$ cat src/rtl/cwd_pkg.sv
package cwd_pkg;

  typedef enum logic [1:0] {
    SP_COMMON = 2'b00,
    SP_RSVD   = 2'b01,
    SP_ATTR   = 2'b10,
    SP_IO     = 2'b11
  } space_e;

  typedef struct packed {
    logic [4:0] size_code;
    logic [6:0] rsv_a;
    logic [3:0] hold;
    logic [3:0] setup;
    logic [4:0] strobe;
    logic       wide;
    logic       rsv_b;
    space_e     space;
    logic       slot;
    logic       wprot;
    logic       valid;
  } win_opt_t;

  // Returns {code_ok, log2(size)} for a scrambled size code.
  function automatic logic [5:0] size_decode(input logic [4:0] code);
    logic [4:0] lg;
    logic       ok;
    ok = 1'b1;
    case (code)
      5'd0:  lg = 5'd0;   5'd1:  lg = 5'd1;   5'd2:  lg = 5'd3;   5'd3:  lg = 5'd2;
      5'd4:  lg = 5'd7;   5'd5:  lg = 5'd6;   5'd6:  lg = 5'd4;   5'd7:  lg = 5'd5;
      5'd8:  lg = 5'd15;  5'd9:  lg = 5'd14;  5'd10: lg = 5'd12;  5'd11: lg = 5'd13;
      5'd12: lg = 5'd8;   5'd13: lg = 5'd9;   5'd14: lg = 5'd11;  5'd15: lg = 5'd10;
      5'd20: lg = 5'd24;  5'd21: lg = 5'd25;  5'd23: lg = 5'd26;
      5'd24: lg = 5'd16;  5'd25: lg = 5'd17;  5'd26: lg = 5'd19;  5'd27: lg = 5'd18;
      5'd28: lg = 5'd23;  5'd29: lg = 5'd22;  5'd30: lg = 5'd20;  5'd31: lg = 5'd21;
      default: begin lg = 5'd0; ok = 1'b0; end
    endcase
    return {ok, lg};
  endfunction

endpackage

$ cat src/rtl/cwd_regfile.sv
module cwd_regfile
  import cwd_pkg::*;
#(
  parameter int NUM_WIN = 8,
  parameter int ADDR_W  = 32,
  localparam int IDX_W  = $clog2(NUM_WIN),
  localparam int REG_AW = IDX_W + 1
) (
  input  logic                             clk,
  input  logic                             rst_n,
  input  logic                             reg_wr,
  input  logic [REG_AW-1:0]                reg_addr,
  input  logic [31:0]                      reg_wdata,
  output logic [NUM_WIN-1:0][ADDR_W-1:0]   base_q,
  output win_opt_t [NUM_WIN-1:0]           opt_q
);

  logic [IDX_W-1:0] wr_idx;
  logic             wr_opt;
  assign wr_idx = reg_addr[REG_AW-1:1];
  assign wr_opt = reg_addr[0];

  for (genvar w = 0; w < NUM_WIN; w++) begin : g_win
    logic sel;
    assign sel = reg_wr && (wr_idx == IDX_W'(w));
    always_ff @(posedge clk) begin
      if (!rst_n) begin
        base_q[w] <= '0;
        opt_q[w]  <= '0;
      end else if (sel) begin
        if (wr_opt) opt_q[w]  <= win_opt_t'(reg_wdata);
        else        base_q[w] <= reg_wdata[ADDR_W-1:0];
      end
    end
  end


  opt_write_lands_chk: assert property (@(posedge clk) disable iff (!rst_n)
    (reg_wr && wr_opt) |=> (32'(opt_q[$past(wr_idx)]) == $past(reg_wdata)));


  base_write_lands_chk: assert property (@(posedge clk) disable iff (!rst_n)
    (reg_wr && !wr_opt) |=> (base_q[$past(wr_idx)] == $past(reg_wdata[ADDR_W-1:0])));

endmodule

$ cat src/rtl/cwd_win_match.sv
module cwd_win_match
  import cwd_pkg::*;
#(
  parameter int ADDR_W = 32
) (
  input  logic [ADDR_W-1:0] base,
  input  logic [4:0]        size_code,
  input  logic              valid,
  input  logic [ADDR_W-1:0] host_addr,
  output logic              hit,
  output logic [ADDR_W-1:0] offset
);

  logic [5:0]        dec;
  logic              code_ok;
  logic [4:0]        lg;
  logic [ADDR_W-1:0] low_mask;

  always_comb begin
    dec      = size_decode(size_code);
    code_ok  = dec[5];
    lg       = dec[4:0];
    low_mask = (ADDR_W'(1) << lg) - ADDR_W'(1);
    hit      = valid && code_ok && ((host_addr & ~low_mask) == (base & ~low_mask));
    offset   = host_addr & low_mask;
  end

endmodule

$ cat src/rtl/cwd_prio.sv
module cwd_prio #(
  parameter int NUM_WIN = 8,
  localparam int IDX_W  = $clog2(NUM_WIN)
) (
  input  logic [NUM_WIN-1:0] hits,
  output logic               any,
  output logic [IDX_W-1:0]   idx
);

  always_comb begin
    any = 1'b0;
    idx = '0;
    for (int i = NUM_WIN - 1; i >= 0; i--) begin
      if (hits[i]) begin
        any = 1'b1;
        idx = IDX_W'(i);
      end
    end
  end

endmodule

$ cat src/rtl/card_win_decoder.sv
module card_win_decoder
  import cwd_pkg::*;
#(
  parameter int NUM_WIN = 8,
  parameter int ADDR_W  = 32,
  localparam int IDX_W  = $clog2(NUM_WIN),
  localparam int REG_AW = IDX_W + 1,
  localparam int TIM_W  = 13
) (
  input  logic              clk,
  input  logic              rst_n,
  input  logic              reg_wr,
  input  logic [REG_AW-1:0] reg_addr,
  input  logic [31:0]       reg_wdata,
  input  logic              host_valid,
  input  logic              host_write,
  input  logic [ADDR_W-1:0] host_addr,
  output logic              acc_hit,
  output logic [IDX_W-1:0]  acc_win,
  output logic              acc_slot,
  output logic [1:0]        acc_space,
  output logic              acc_wide,
  output logic [TIM_W-1:0]  acc_timing,
  output logic [ADDR_W-1:0] acc_offset,
  output logic              card_rd,
  output logic              card_wr,
  output logic              write_err
);

  logic [NUM_WIN-1:0][ADDR_W-1:0] base_q;
  win_opt_t [NUM_WIN-1:0]         opt_q;
  logic [NUM_WIN-1:0]             win_hits;
  logic [NUM_WIN-1:0][ADDR_W-1:0] win_offs;
  logic                           any_hit;
  logic [IDX_W-1:0]               sel_idx;
  win_opt_t                       sel_opt;
  logic                           take;
  logic                           unused_rsv;

  cwd_regfile #(.NUM_WIN(NUM_WIN), .ADDR_W(ADDR_W)) u_regs (
    .clk(clk), .rst_n(rst_n), .reg_wr(reg_wr), .reg_addr(reg_addr),
    .reg_wdata(reg_wdata), .base_q(base_q), .opt_q(opt_q)
  );

  for (genvar w = 0; w < NUM_WIN; w++) begin : g_match
    cwd_win_match #(.ADDR_W(ADDR_W)) u_match (
      .base(base_q[w]), .size_code(opt_q[w].size_code), .valid(opt_q[w].valid),
      .host_addr(host_addr), .hit(win_hits[w]), .offset(win_offs[w])
    );
  end

  cwd_prio #(.NUM_WIN(NUM_WIN)) u_prio (
    .hits(win_hits), .any(any_hit), .idx(sel_idx)
  );

  assign sel_opt    = opt_q[sel_idx];
  assign take       = host_valid && any_hit;
  assign unused_rsv = ^{sel_opt.rsv_a, sel_opt.rsv_b};

  always_ff @(posedge clk) begin
    if (!rst_n) begin
      acc_hit    <= 1'b0;
      acc_win    <= '0;
      acc_slot   <= 1'b0;
      acc_space  <= '0;
      acc_wide   <= 1'b0;
      acc_timing <= '0;
      acc_offset <= '0;
      card_rd    <= 1'b0;
      card_wr    <= 1'b0;
      write_err  <= 1'b0;
    end else begin
      acc_hit    <= take;
      acc_win    <= take ? sel_idx : '0;
      acc_slot   <= take && sel_opt.slot;
      acc_space  <= take ? sel_opt.space : 2'b00;
      acc_wide   <= take && sel_opt.wide;
      acc_timing <= take ? {sel_opt.hold, sel_opt.setup, sel_opt.strobe} : '0;
      acc_offset <= take ? win_offs[sel_idx] : '0;
      card_rd    <= take && !host_write;
      card_wr    <= take && host_write && !sel_opt.wprot;
      write_err  <= take && host_write && sel_opt.wprot;
    end
  end


  lowest_wins_chk: assert property (@(posedge clk) disable iff (!rst_n)
    any_hit |-> (win_hits[sel_idx] &&
                 ((win_hits & ((NUM_WIN'(1) << sel_idx) - NUM_WIN'(1))) == '0)));


  one_outcome_chk: assert property (@(posedge clk) disable iff (!rst_n)
    $onehot0({card_rd, card_wr, write_err}));


  err_from_write_chk: assert property (@(posedge clk) disable iff (!rst_n)
    (host_valid && !host_write) |=> !write_err && !card_wr);


  strobe_needs_hit_chk: assert property (@(posedge clk) disable iff (!rst_n)
    (card_rd || card_wr || write_err) |-> acc_hit);


  idle_no_hit_chk: assert property (@(posedge clk) disable iff (!rst_n)
    !host_valid |=> !acc_hit);

endmodule

$ cat config.mk
export PLATFORM = sky130hd
export DESIGN_NAME = card_win_decoder
export DESIGN_NICKNAME = d
export VERILOG_FILES = /design/src/rtl/cwd_pkg.sv /design/src/rtl/cwd_regfile.sv /design/src/rtl/cwd_win_match.sv /design/src/rtl/cwd_prio.sv /design/src/rtl/card_win_decoder.sv
export SDC_FILE = /design/constraint.sdc
export NUM_CORES = 2
export LEC_CHECK = 0
export BUFFER_PORTS_ARGS = -buffer_cell sky130_fd_sc_hd__clkbuf_2
export CAP_MARGIN = 20
export CORE_MARGIN = 3
export CORE_UTILIZATION = 63
export DETAILED_ROUTE_END_ITERATION = 7
export PLACE_DENSITY_LB_ADDON = 0.1
export REMOVE_ABC_BUFFERS = 1
export SETUP_SLACK_MARGIN = 0.3
export SLEW_MARGIN = 20
export SYNTH_ARGS = -nofsm -noshare
export SYNTH_HDL_FRONTEND = slang
export SYNTH_SLANG_ARGS = --single-unit
$ cat constraint.sdc
create_clock -name clk -period 5.05 [get_ports clk]
set_input_delay 0.2525 -clock clk [delete_from_list [all_inputs] [get_ports clk]]
set_output_delay 0.2525 -clock clk [all_outputs]
set_load 0.01 [all_outputs]
; ---- After elaboration in Yosys (flattened, before gate mapping)
; Cells that the tools add are included.
[totals]
in_bits = 73
word_cells = 482
output_inout_bits = 56
ff_bits = 568
[classes]
order_cmp = 1
n_reduce_logical = 67
shifts = 8
n_eq_ne = 223
mux = 36
bitwise_logic = 33
n_addsub = 8
[ops]
columns = operator, n
row1 = case mux 5 bit (26 select lines), 8
row2 = bitwise AND 32 bit, 24
row3 = equality test 5 bit (second input constant), 88
row4 = equality test 5 x 4 -> 1 bit (second input constant), 64
row5 = equality test 32 bit, 8
row6 = NOT 32 bit, 8
row7 = << shifter 1 x 5 -> 32 bit (first input constant), 8
row8 = subtractor 32 x 2 -> 32 bit (second input constant), 8
row9 = OR reduction 27 bit, 8
row10 = binary-select mux 32 bit (select 3 bit), 2
row11 = equality test 5 x 3 -> 1 bit (second input constant), 32
row12 = equality test 5 x 2 -> 1 bit (second input constant), 16
row13 = equality test 5 x 1 -> 1 bit (second input constant), 8
row14 = logical NOT 5 bit, 8
row15 = AND reduction 2 bit, 17
row16 = 2-to-1 mux 32 bit, 1
row17 = logical AND 1 bit, 31
row18 = 2-to-1 mux 3 bit, 8
row19 = 2-to-1 mux 20 bit, 1
row20 = 2-to-1 mux 1 bit, 16
row21 = equality test 3 bit (second input constant), 4
row22 = equality test 3 x 2 -> 1 bit (second input constant), 2
row23 = < comparator 3 x 4 -> 1 bit (second input constant), 1
row24 = equality test 3 x 1 -> 1 bit (second input constant), 1
row25 = 3 further kinds, 4

; ---- Longest topological paths before layout
[depth]
word_depth = 20
depth_mapped = 23

; ---- By module
; A second synthesis with hierarchy kept.
[unflattened]
cells_unflattened = 3595
hier_area_um2 = 33228.1
[by_module_without_submodules]
columns = mod, seq_area_each_um2, n_inst, area_per_inst_um2, cells_per_inst
row1 = cwd_regfile, 10249.8, 1, 18301.3, 1738
row2 = cwd_win_match at g_match[2].u_match ..., 0.0, 6, 1351.3, 199
row3 = card_win_decoder, 1121.1, 1, 4078.9, 252
row4 = cwd_win_match at g_match[0].u_match ..., 0.0, 2, 1330.0, 199
row5 = cwd_prio, 0.0, 1, 80.1, 13

; ---- Least setup slack after synthesis
; OpenSTA, ideal clock, no wires.
[synth_timing]
path_type = register to register
from = register u_regs.opt_q[253] (netlist name)
to = register acc_offset[16]
arrival_time_ns = 4.095
stages_incl_launch_ff = 22
path_slack_ns = 0.834
required_time_ns = 4.928
cell_sequence = dfxtp_1 -> buf_2 -> clkbuf_1 -> nor2_1 -> a21oi_1 -> o21ai_0 -> nand2_1 -> ha_1 -> clkbuf_1 -> nor2_1 -> nand4_1 -> and3_1 -> a222oi_1 -> o211ai_1 -> or4_1 -> nand4_1 -> nor3b_4 -> nand2b_1 -> buf_2 -> a211o_1 -> o21ai_1 -> o311a_1
[synth_between]
elab_chain_cells = 18
word_cells_on_any_way = 59
[synth_lines]
columns = element, line_no
row1 = equality test 5 bit (tied with other cells), cwd_pkg.sv:29  ; case (code)
row2 = case mux 5 bit (26 select lines), cwd_pkg.sv:29
row3 = << shifter 1 x 5 -> 32 bit, cwd_win_match.sv:23  ; low_mask = (ADDR_W'(1) << lg) - ADDR_W'(1);
row4 = subtractor 32 x 2 -> 32 bit, cwd_win_match.sv:23
row5 = NOT 32 bit, cwd_win_match.sv:24  ; hit = valid && code_ok && ((host_addr & ~low_mask) == (base & ~low_mask));
row6 = bitwise AND 32 bit, cwd_win_match.sv:24
row7 = equality test 32 bit, cwd_win_match.sv:24
row8 = logical AND 1 bit, cwd_win_match.sv:24
row9 = 2-to-1 mux 3 bit or 2-to-1 mux 1 bit (tied branches) (8 in a row), cwd_prio.sv:14  ; if (hits[i]) begin
row10 = binary-select mux 32 bit (select 3 bit) or logical AND 1 bit (tied branches), "card_win_decoder.sv:79, card_win_decoder.sv:57"
row11 = 2-to-1 mux 32 bit (implied by the code) or AND reduction 2 bit (tied branches), n/a
row12 = "end signal, assigned", card_win_decoder.sv:79  ; acc_offset <= take ? win_offs[sel_idx] : '0;
row13 = "end, declared", card_win_decoder.sv:24  ; output logic [ADDR_W-1:0] acc_offset,
; Parallel ways exist; a longest one is shown, timed or not. The select of a mux whose other input is x is not followed.
; A chain may end at the register's enable or synchronous reset.

; ---- Worst setup path after layout
[layout_timing]
from = register u_regs.opt_q[252] (netlist name)
to = register acc_offset[5]
[layout_between]
elab_chain_cells = 18
word_cells_on_any_way = 59
[layout_lines]
columns = element, line_no
row1 = equality test 5 bit (tied with other cells), cwd_pkg.sv:29
row2 = case mux 5 bit (26 select lines), cwd_pkg.sv:29
row3 = << shifter 1 x 5 -> 32 bit, cwd_win_match.sv:23
row4 = subtractor 32 x 2 -> 32 bit, cwd_win_match.sv:23
row5 = NOT 32 bit, cwd_win_match.sv:24
row6 = bitwise AND 32 bit, cwd_win_match.sv:24
row7 = equality test 32 bit, cwd_win_match.sv:24
row8 = logical AND 1 bit, cwd_win_match.sv:24
row9 = 2-to-1 mux 3 bit or 2-to-1 mux 1 bit (tied branches) (8 in a row), cwd_prio.sv:14
row10 = binary-select mux 32 bit (select 3 bit) or logical AND 1 bit (tied branches), "card_win_decoder.sv:79, card_win_decoder.sv:57"
row11 = 2-to-1 mux 32 bit (implied by the code) or AND reduction 2 bit (tied branches), n/a
; Parallel ways exist; a longest one is shown, timed or not. The select of a mux whose other input is x is not followed.

==> impl_metrics.ini <==
[status]
status = complete, but fails checks
violations = DRC

[drt]
ant_nets = 0
post_drt_wl_per_cell_um = 27.7
routed_via_density = 6.91
drc = 53
routed_wl_um = 130000
dr_total_vias = 32400
first_pass_iters = 8
dr.first_iter.drc_count = 5288

[worst_hold_path]
hold_path_class = primary input to flip-flop
hold_end = acc_win[2]
min-delay-start = host_valid
whs_path_depth = 2

[clock_network]
clk_pin_slew_ns = 0.07
h-tree-depth = 2
cts_made_buffers = 54
cts_tree = yes
cts.sinks = 504
root_buffer = clkbuf_16
clk_path_buf_depth = 3
worstSkewPairLatency_ns = 0.65

[floorplanning]
fp-row-count = 80
core_area_mm2 = 0.0479
io_pins = 129
start_util = 0.639
die_width_um = 227
die_height_um = 227
die_area_mm2 = 0.0513

[placement]
io_buffers = 128
gp_congestion = 1.19
hpwl_um = 91500
postPlaceCellArea_mm2 = 0.0320
preCtsSetupSlack_ns = -0.156

[worst_setup_path]
worst-path-max-fanout = 14
rr_worst_depth = 16
rr_startpoint = u_regs.opt_q[252]
end_kind = flip-flop
rrSetupSlack_ns = 0.25
path_class = flip-flop to flip-flop
crit_arrival_ns = 5.35
start_kind = flip-flop
required_ns = 5.60
r2r-end = acc_offset[5]

[timing]
max_slew.worst_pin.slew_ns = 1.16
slew_viol_final = 0
report.final.setup_viol = 0
min_period_over_period = 0.950
period_needed_ns = 4.80
fmax_mhz = 208
rsz0062_at_grt = true
worst_clock_skew_ns = 0.0350
setup_ws_ns = 0.252
relSlewSlack = 0.223
hold_viol = 0

[cells_and_area]
area_delta_synth_final_pct = 12.7
fillers = 3746
layout.nets = 4111
drive_gt1_frac = 0.138
post-route-util = 0.720
antenna_cells = 0
stdcell_area_mm2 = 0.0345

[run]
max_cap_viol_count = 0

[grt]
grt_pass1_vias = 30200
gr-total-overflow = 0
grt_max_degree = 141
grt_use_total = 0.485
grt_antenna_before_repair = 1
grt_pass1_wl_um = 188000

[yosys]
syn_area_mm2 = 0.0306
synth_top_cell_by_area = dfxtp_1
ys_async_sr_fraction = 0
yosys_warnings = 0
synth_area_leaders = dfxtp_1 33%, nand2_1 13%, a21boi_0 11%
ys_ff_latch = 504
avgSynthCellArea_um2 = 7.62
synth-edff-count = 0
synth_top_flop_cell = dfxtp_1
synth_cell_types = 104
yosys.area.top_type_share = 0.329
syn_inst = 4023
yosysSeqAreaShare = 0.329

[power_and_ir_drop]
peakVddDrop_uv = 347
leakagePower_nw = 12.7
pwr_density_cell_mw_per_mm2 = 265
-- stage by stage --
| stage | setup TNS (ns) | cells | power (W) | hold WS, ns |
|---|---|---|---|---|
| 6_report | 0 | 4688 | 0.00917 | 0.0667 |
| 5_1_grt | 0 | 4688 | 0.00935 | 0.0546 |
| 4_1_cts | 0 | 4668 | 0.00908 | 0.0467 |
| 3_5_place_dp | -0.310 | 4567 | 0.00506 | 0.451 |
| 3_3_place_gp | -1.18 | 4564 | 0.00504 | 0.441 |
| 2_1_floorplan | -229.36 | 3643 | 0.00457 | 0.324 |
-- where the power goes --
| group | internal [W] | switching [W] | leakage [nW] | total (W) |
|---|---|---|---|---|
| sequential | 0.00402 | 0.0000337 | 4.07 | 0.00406 |
| clock | 0.00233 | 0.00177 | 0.876 | 0.00410 |
| combinational | 0.000320 | 0.000686 | 7.79 | 0.00101 |
-- Yosys cell counts (17+ instances only) --
cell	instances
o221ai_1	31
dfxtp_1	504
xnor2_1	139
and3_1	25
o21a_1	20
buf_2	76
inv_1	33
nand2_1	1057
nand3_1	60
a21boi_0	461
nor2b_1	61
a21oi_1	107
nand2b_1	39
nor2_1	160
o22ai_1	23
and2_1	27
o31ai_1	17
a211oi_1	24
o22a_1	25
a31oi_1	23
o211ai_1	26
xor2_1	132
nor3_1	48
o21ai_0	111
clkbuf_1	257
mux2i_1	117
nand4_1	32
a21o_1	17
-- cell usage in the layout, fill, tap and decap left out, types with 38 or more instances in the layout --
| cell type | count |
|---|---|
| a21oi_1 | 104 |
| buf_4 | 177 |
| dfxtp_1 | 500 |
| nor3_1 | 42 |
| a21boi_0 | 460 |
| nand2b_1 | 38 |
| nor2b_1 | 53 |
| o21ai_0 | 103 |
| nor2_1 | 145 |
| nand2_1 | 1054 |
| clkbuf_2 | 127 |
| clkbuf_16 | 59 |
| nand3_1 | 60 |
| xor2_1 | 132 |
| xnor2_1 | 139 |
| mux2i_1 | 115 |
-- per-layer routing --
layer	GRT usage	wire [µm]
met5	0	17
met1	0.603	46000
met4	0.334	11200
met2	0.715	53700
met3	0.156	18800
-- what timing repair did --
item	4_1_cts	5_1_grt
hold buffers	1	0
gates cloned	0	5
resized for setup	38	75
endpoints found under the hold margin	3	0
buffers inserted	1	15
setup endpoints to repair	48	48
pin swaps	3	20
-- cell type report --
| cell class | instances | area (µm²) | area share |
|---|---|---|---|
| flip-flops and latches | 504 | 10100 | 0.292 |
| clock inverters | 22 | 277 | 0.00801 |
| multi-input cells | 3104 | 19200 | 0.557 |
| clock buffers | 77 | 1540 | 0.0445 |
| inverters | 35 | 135 | 0.00391 |
| well taps | 615 | 769 | 0.0223 |
| repair buffers | 331 | 2490 | 0.0720 |
-- sequential cells by signal (all words and copies together), names as in the netlist --
signal	flops
card_wr	1
acc_hit	1
acc_space	2
write_err	1
acc_timing	13
acc_wide	1
acc_slot	1
u_regs.opt_q	192
card_rd	1
u_regs.base_q	256
acc_win	3
acc_offset	32
-- logic make-up (layout without fill, tap and decap cells) --
kind of cell / after synthesis / after routing / share of synthesized area
AND/OR/NAND/NOR: 1632 / 1632 / 0.236
AO/OA/AOI/OAI: 1063 / 1063 / 0.253
flip-flops: 504 / 504 / 0.329
buffers and inverters: 417 / 465 / 0.0590
XOR/XNOR: 271 / 271 / 0.0774
multiplexers: 127 / 127 / 0.0419
adder cells (fa/ha/maj): 8 / 8 / 0.00327
other: 1 / 3 / 0.000122
-- critical path: stages (launching register included) --
cell,delay (ns)
dfxtp_1,0.37
buf_4,0.22
inv_1,0.15
nand4_1,0.17
ha_4,0.25
nor2b_1,0.38
o21ai_0,0.17
o221ai_1,0.49
o211ai_1,0.36
or4_4,0.63
nand4_1,0.15
nor3b_4,0.26
buf_6,0.21
nand2_2,0.15
buf_4,0.18
a211o_1,0.29
a31oi_1,0.24
-- worst max-delay path by stage --
stage                     cells after the start              start  slack [ns]             end
after global placement                       16  u_regs.opt_q[125]       -0.25  acc_offset[15]
after CTS                                    18   u_regs.opt_q[60]        0.28   acc_offset[2]
after detailed placement                     17  u_regs.opt_q[125]       -0.16  acc_offset[15]
after global routing                         20  u_regs.opt_q[125]        0.26  acc_offset[28]
final                                        16  u_regs.opt_q[252]        0.25   acc_offset[5]
after floorplan                              14   u_regs.opt_q[27]       -6.01  acc_offset[17]
Note: power is estimated with default switching activity, not from simulation.
